--- config.mk ---
export PLATFORM = sky130hd
export DESIGN_NAME = pwr_mode_ctrl
export DESIGN_NICKNAME = d
export VERILOG_FILES = /design/src/rtl/pwr_mode_pkg.sv /design/src/rtl/pwr_mode_decode.sv /design/src/rtl/pwr_wake_mask.sv /design/src/rtl/pwr_qack_timer.sv /design/src/rtl/pwr_mode_ctrl.sv
export SDC_FILE = /design/constraint.sdc
export NUM_CORES = 1
export LEC_CHECK = 0
export ABC_AREA = 1
export BUFFER_PORTS_ARGS = -buffer_cell sky130_fd_sc_hd__clkbuf_2
export CAP_MARGIN = 40
export CELL_PAD_IN_SITES_DETAIL_PLACEMENT = 1
export CELL_PAD_IN_SITES_GLOBAL_PLACEMENT = 1
export CORE_MARGIN = 1.5
export CORE_UTILIZATION = 30
export CTS_CLUSTER_DIAMETER = 200
export CTS_CLUSTER_SIZE = 40
export DETAILED_ROUTE_END_ITERATION = 6
export PLACE_DENSITY = 0.84
export SYNTH_ARGS = -nofsm -noshare
export SYNTH_HDL_FRONTEND = slang
export SYNTH_SLANG_ARGS = --single-unit
export TNS_END_PERCENT = 10
--- constraint.sdc ---
create_clock -name clk -period 1.5 [get_ports clk]
set_clock_uncertainty 0.2 [all_clocks]
set_input_delay 0.45 -clock clk [delete_from_list [all_inputs] [get_ports clk]]
set_output_delay 0.45 -clock clk [all_outputs]
set_load 0.005 [all_outputs]
--- src/rtl/pwr_mode_pkg.sv ---
package pwr_mode_pkg;
  localparam int NUM_MODE  = 3;
  localparam int NUM_WAKE  = 8;
  localparam int DEC_BIT   = 4;
  localparam int HRST_BIT  = 2;
  localparam int ST_W      = 3;

  typedef enum logic [ST_W-1:0] {
    PS_FULL  = 3'd0,
    PS_DOZE  = 3'd1,
    PS_NAP   = 3'd2,
    PS_SLEEP = 3'd3,
    PS_WAIT  = 3'd4
  } pwr_state_e;
endpackage

--- src/rtl/pwr_mode_decode.sv ---
module pwr_mode_decode
  import pwr_mode_pkg::*;
(
  input  logic [NUM_MODE-1:0] mode_sel,
  input  logic                pwr_en,
  output logic                req_ok,
  output logic                sel_doze,
  output logic                sel_sleep
);
  logic [$clog2(NUM_MODE+1)-1:0] ones;

  always_comb begin
    ones = '0;
    for (int i = 0; i < NUM_MODE; i++) begin
      ones = ones + {{($clog2(NUM_MODE+1)-1){1'b0}}, mode_sel[i]};
    end
  end

  assign req_ok    = pwr_en && (ones == 1);
  assign sel_doze  = mode_sel[0];
  assign sel_sleep = mode_sel[2];
endmodule

--- src/rtl/pwr_wake_mask.sv ---
module pwr_wake_mask
  import pwr_mode_pkg::*;
(
  input  logic [NUM_WAKE-1:0] wake_ev,
  input  logic                in_sleep,
  output logic                wake_any,
  output logic                hard_rst
);
  logic [NUM_WAKE-1:0] mask;

  generate
    for (genvar g = 0; g < NUM_WAKE; g++) begin : g_mask
      if (g == DEC_BIT) begin : g_dec
        assign mask[g] = !in_sleep;
      end else begin : g_other
        assign mask[g] = 1'b1;
      end
    end
  endgenerate

  assign wake_any = |(wake_ev & mask);
  assign hard_rst = wake_ev[HRST_BIT];
endmodule

--- src/rtl/pwr_qack_timer.sv ---
module pwr_qack_timer #(
  parameter int NEG_CYC = 4
) (
  input  logic clk,
  input  logic rst_n,
  input  logic in_nap,
  input  logic qack,
  output logic expire
);
  localparam int CW = $clog2(NEG_CYC + 1);
  localparam logic [CW-1:0] LAST = CW'(NEG_CYC - 1);

  logic [CW-1:0] cnt_q;

  assign expire = in_nap && !qack && (cnt_q == LAST);

  always_ff @(posedge clk or negedge rst_n) begin
    if (!rst_n) begin
      cnt_q <= '0;
    end else if (!in_nap || qack || expire) begin
      cnt_q <= '0;
    end else begin
      cnt_q <= cnt_q + 1'b1;
    end
  end

  AST_CNT_BOUND: assert property (@(posedge clk) disable iff (!rst_n)
    cnt_q <= LAST);
  AST_CNT_CLEAR: assert property (@(posedge clk) disable iff (!rst_n)
    !in_nap |=> cnt_q == '0);
endmodule

--- src/rtl/pwr_mode_ctrl.sv ---
module pwr_mode_ctrl
  import pwr_mode_pkg::*;
#(
  parameter int NEG_CYC = 4
) (
  input  logic                clk,
  input  logic                rst_n,
  input  logic [NUM_MODE-1:0] mode_sel,
  input  logic                pwr_en,
  input  logic                bus_idle,
  input  logic                qack,
  input  logic [NUM_WAKE-1:0] wake_ev,
  output logic [ST_W-1:0]     state,
  output logic                snoop_en,
  output logic                dec_en,
  output logic                dcache_en,
  output logic                qreq,
  output logic                wake_pulse
);
  pwr_state_e st_q, st_nxt, tgt_q, tgt_nxt;
  logic req_ok, sel_doze, sel_sleep;
  logic wake_any, hard_rst, expire;
  logic pulse_q;

  pwr_mode_decode u_dec (
    .mode_sel (mode_sel),
    .pwr_en   (pwr_en),
    .req_ok   (req_ok),
    .sel_doze (sel_doze),
    .sel_sleep(sel_sleep)
  );

  pwr_wake_mask u_wake (
    .wake_ev (wake_ev),
    .in_sleep(st_q == PS_SLEEP),
    .wake_any(wake_any),
    .hard_rst(hard_rst)
  );

  pwr_qack_timer #(.NEG_CYC(NEG_CYC)) u_tmr (
    .clk   (clk),
    .rst_n (rst_n),
    .in_nap(st_q == PS_NAP),
    .qack  (qack),
    .expire(expire)
  );

  always_comb begin
    st_nxt  = st_q;
    tgt_nxt = tgt_q;
    case (st_q)
      PS_FULL: begin
        if (req_ok && !wake_any) begin
          if (sel_doze) begin
            st_nxt = PS_DOZE;
          end else begin
            st_nxt  = PS_WAIT;
            tgt_nxt = sel_sleep ? PS_SLEEP : PS_NAP;
          end
        end
      end
      PS_WAIT: begin
        if (wake_any)             st_nxt = PS_FULL;
        else if (qack && bus_idle) st_nxt = tgt_q;
      end
      PS_DOZE:  if (wake_any) st_nxt = PS_FULL;
      PS_NAP: begin
        if (wake_any)    st_nxt = PS_FULL;
        else if (expire) st_nxt = PS_DOZE;
      end
      PS_SLEEP: if (wake_any) st_nxt = PS_FULL;
      default:  st_nxt = PS_FULL;
    endcase
    if (hard_rst) st_nxt = PS_FULL;
  end

  always_ff @(posedge clk or negedge rst_n) begin
    if (!rst_n) begin
      st_q    <= PS_FULL;
      tgt_q   <= PS_NAP;
      pulse_q <= 1'b0;
    end else begin
      st_q    <= st_nxt;
      tgt_q   <= tgt_nxt;
      pulse_q <= (st_q == PS_DOZE || st_q == PS_NAP || st_q == PS_SLEEP)
                 && (st_nxt == PS_FULL);
    end
  end

  always_comb begin
    snoop_en  = 1'b1;
    dec_en    = 1'b1;
    dcache_en = 1'b1;
    qreq      = 1'b0;
    case (st_q)
      PS_WAIT:  qreq = 1'b1;
      PS_NAP: begin
        snoop_en  = 1'b0;
        dcache_en = 1'b0;
        qreq      = 1'b1;
      end
      PS_SLEEP: begin
        snoop_en  = 1'b0;
        dec_en    = 1'b0;
        dcache_en = 1'b0;
        qreq      = 1'b1;
      end
      default: ;
    endcase
  end

  assign state      = st_q;
  assign wake_pulse = pulse_q;

  AST_ENTRY_NEEDS_ACK: assert property (@(posedge clk) disable iff (!rst_n)
    (st_q == PS_WAIT && !(qack && bus_idle)) |=> (st_q != PS_NAP && st_q != PS_SLEEP));
  AST_SLEEP_DEC_IGNORED: assert property (@(posedge clk) disable iff (!rst_n)
    (st_q == PS_SLEEP && (wake_ev & ~(NUM_WAKE'(1) << DEC_BIT)) == '0) |=> st_q == PS_SLEEP);
  AST_HRESET_FULL: assert property (@(posedge clk) disable iff (!rst_n)
    wake_ev[HRST_BIT] |=> st_q == PS_FULL);
  AST_PULSE_SINGLE: assert property (@(posedge clk) disable iff (!rst_n)
    wake_pulse |=> !wake_pulse);
  AST_PULSE_IN_FULL: assert property (@(posedge clk) disable iff (!rst_n)
    wake_pulse |-> st_q == PS_FULL);
  AST_ILLEGAL_MODE_STAYS: assert property (@(posedge clk) disable iff (!rst_n)
    (st_q == PS_FULL && $countones(mode_sel) != 1) |=> st_q == PS_FULL);
endmodule

==> parameters.txt <==
Parameter                              Value

Run status
  Run status    finished, violations left
  Failing checks    setup timing

Global route
  Grt total ovfl    0
  Antenna violations before repair    0
  Maximum number of pins on one net before global-route repair    9
  Wire length of the first global-routing pass    2428 um
  Number of global-route vias before repair    580
  Overall Global Routing Usage    0.1759

Hold path
  Path class of the lowest-slack min-delay path    flip-flop to flip-flop
  Startpoint of the most critical hold path    u_tmr.cnt_q[0]

CTS
  CTS clock-pin slew for the worst setup and hold paths    0.05 ns
  Maximum level of the CTS H-tree    1
  Root buffer cell    clkbuf_4
  Clock tree from TritonCTS    built
  Clock tree buffer depth    2
  Clock latency of the later-clocked register in the worst-skew pair    0.26 ns
  Num CTS Buffers    3
  Number of sinks on the clock net    8

Place
  Final RePlAce weighted congestion    0.7656
  Buffers on Ports    23
  # placed instances    120
  HPWL reported at the end of detailed placement    1224 um
  Pre-CTS setup slack    -0.5204 ns
  Instance area after placement    720.7 um2

Critical path
  Arr. time, crit path    1.07 ns
  Start point of the critical path    state[1]
  Slowest library cell on the worst path    dfrtp_1
  Type of destination of the critical path    output port
  Setup Crit Path Kind    flip-flop to output port
  CP startpoint kind    flip-flop
  Setup slack of the worst register-to-register path    0.03 ns
  Crit-path cells    nor2_2 > inv_2 > o21ai_2 > buf_2
  Biggest cell delay along the critical path    0.40 ns
  Required time at the worst-slack endpoint    0.85 ns
  R2R Path Start    u_tmr.cnt_q[0]
  CP Max Fanout    2

STA
  FMAX    0.5824 GHz
  Unrepaired setup endpoints after global routing    true
  Slew at the pin closest to its max-slew limit    0.2041 ns
  Sum of negative setup slack    -1.191 ns
  Post-layout minimum cycle time    1.717 ns
  Worst Setup Slack, final    -0.2169 ns
  Number of endpoints with negative hold slack in the final report    0
  # setup viols final    11
  Final-layout worst hold slack    0.2376 ns
  Share of the cycle needed by the critical path after routing    1.145
  Final Max Tran Viols    0
  Worst rel slew slack    0.8630

Final layout
  Share of cells above drive strength 1    0.5140
  Area of combinational cells with multiple inputs    295.3 um2
  Sequential cell area    200.2 um2
  Antenna cell count    0
  Non-Filler Instances    124
  Final core occ    0.4822
  P&R area growth vs syn    53.18%
  Final design instance area without fill    814.5 um2
  Nets@finish    128
  FILL cells    222

Logic synthesis
  Yosys Warn Count    0
  Async S/R FF share, synth    1.000
  Flip-flop and latch count after synthesis    8
  Area share of the largest cell type after synthesis    0.3765
  Cell variety after synth    19
  Area of the mapped netlist    531.8 um2
  Simple-gate portion of the synthesized area    0.3788
  Number of instances in the synthesized netlist    73
  Parity-gate share of the synthesized area counting xor and xnor cells    0
  Dominant synthesized flop cell    dfrtp_1
  Dominant combinational cell family by area after synthesis    simple AND/OR/NAND/NOR gates
  Area fraction in compound gates after synthesis    0.05412
  Cell types with the largest area share after synthesis    dfrtp_1, nand2_1, inv_1
  Top post-synthesis cells by count    nand2_1, inv_1, nor2_1, dfrtp_1, nor2_2
  Number of enable flip-flop cells after synthesis    0
  Cell accounting for the most synthesized area    dfrtp_1
  Register area share after synthesis    0.3765
  Multiplexer area fraction after synthesis    0
  Syn Nets    92
  Mean post-synth cell area    7.284 um2
  Most common cell in the synthesized netlist    nand2_1
  Post-synthesis share of cell area spent on full adders, half adders and majority gates    0.08471

Route
  Routed length per placed instance    11.81 um
  Iteration-0 DRC count of the detailed router    5
  Vias after detailed routing    595
  Wire length reported by the detailed router    1465 um
  Average via count per standard cell    4.798
  Iteration count of the initial detailed-routing pass    4
  Antenna Nets Post-Route    0
  DRC errors left    0

Power and ir drop
  Leakage power of the design    0.4512 nW
  Power per unit of standard cell area    550.1 mW/mm2
  Maximum ir drop on the vdd rail    0.0002779 V
  Overall power after layout    448.1 uW

Die
  Vert. Die Dim    45.10 um
  Number of top-level pins    24
  # rows    15
  Initial Util    0.3148
  Die Outline Area    0.002034 mm2
  Die Wd    45.10 um
  Core Region    0.001689 mm2

Flow run
  Number of maximum-capacitance violations    0
## worst max-delay path, delay by kind of cell, from the launching register on
family	cells	cell delay (ns)
flip-flops	1	0.40
buffers and inverters	2	0.18
AO/OA/AOI/OAI	1	0.09
AND/OR/NAND/NOR	1	0.15
## area by class of cell
| type | count | area share |
|---|---|---|
| multi-input combinational | 51 | 0.3625 |
| sequential | 8 | 0.2458 |
| clock buffer | 3 | 0.02765 |
| inverter | 13 | 0.06605 |
| tap | 17 | 0.02611 |
| timing repair buffer | 32 | 0.2719 |
## cell families (layout without fill, tap and decap cells)
logic type,Yosys count,after routing
AO/OA/AOI/OAI,5,5
adder cells (fa/ha/maj),3,3
buffers and inverters,14,48
flip-flops,8,8
AND/OR/NAND/NOR,43,43
## cells in the final DEF (no fill, tap or decap)
master         instances
clkbuf_2              18
nand2_1               14
nor2_1                10
inv_1                  8
dfrtp_1                8
nor2_2                 7
buf_4                  6
buf_6                  5
nand3_1                4
inv_2                  3
nand2_2                3
clkbuf_4               3
inv_4                  2
o21ai_2                2
ha_1                   2
nand2_4                1
nand3_2                1
o21ai_1                1
and2_4                 1
a21oi_2                1
a21oi_1                1
nand4_1                1
nor3_1                 1
fa_1                   1
dlygate4sd3_1          1
buf_8                  1
buf_2                  1
## report_power, final
| part | leakage (nW) | switching [mW] | internal (mW) |
|---|---|---|---|
| registers | 0.112 | 0.000229 | 0.216 |
| clock network | 0.0138 | 0.0722 | 0.0915 |
| logic | 0.326 | 0.0323 | 0.0355 |
| total | 0.451 | 0.105 | 0.343 |
## layer usage
| layer | global-route usage | wire length, um | vias up |
|---|---|---|---|
| li1 | - | - | 291 |
| met3 | 0.02400 | 68 | 5 |
| met2 | 0.2943 | 765 | 25 |
| met5 | 0 | 0 | - |
| met4 | 0.1412 | 50 | 0 |
| met1 | 0.1975 | 580 | 274 |
## state kept, by name, summed over array words and instances (netlist names)
register	flops
u_tmr.cnt_q	3
state	3
tgt_q	1
wake_pulse	1
## what timing repair did
| item | CTS | global route |
|---|---|---|
| pin swaps | 7 | 9 |
| hold buffers | 1 | 0 |
| setup buffers | 0 | 0 |
| endpoints found under the hold margin | 8 | 0 |
| endpoints found under the setup margin | 11 | 11 |
| gates resized for setup | 6 | 14 |
| cloned | 0 | 0 |
## path summary, 6_finish.rpt
path                            depth (start not counted)        endpoint
worst max register to register                          8      wake_pulse
max in group asynchronous                               2  u_tmr.cnt_q[0]
worst min-delay path                                    1  u_tmr.cnt_q[0]
min in group asynchronous                               2        state[2]
worst min register to register                          1  u_tmr.cnt_q[0]
worst max-delay path                                    4            qreq
Power figures use the tool's default switching activity.
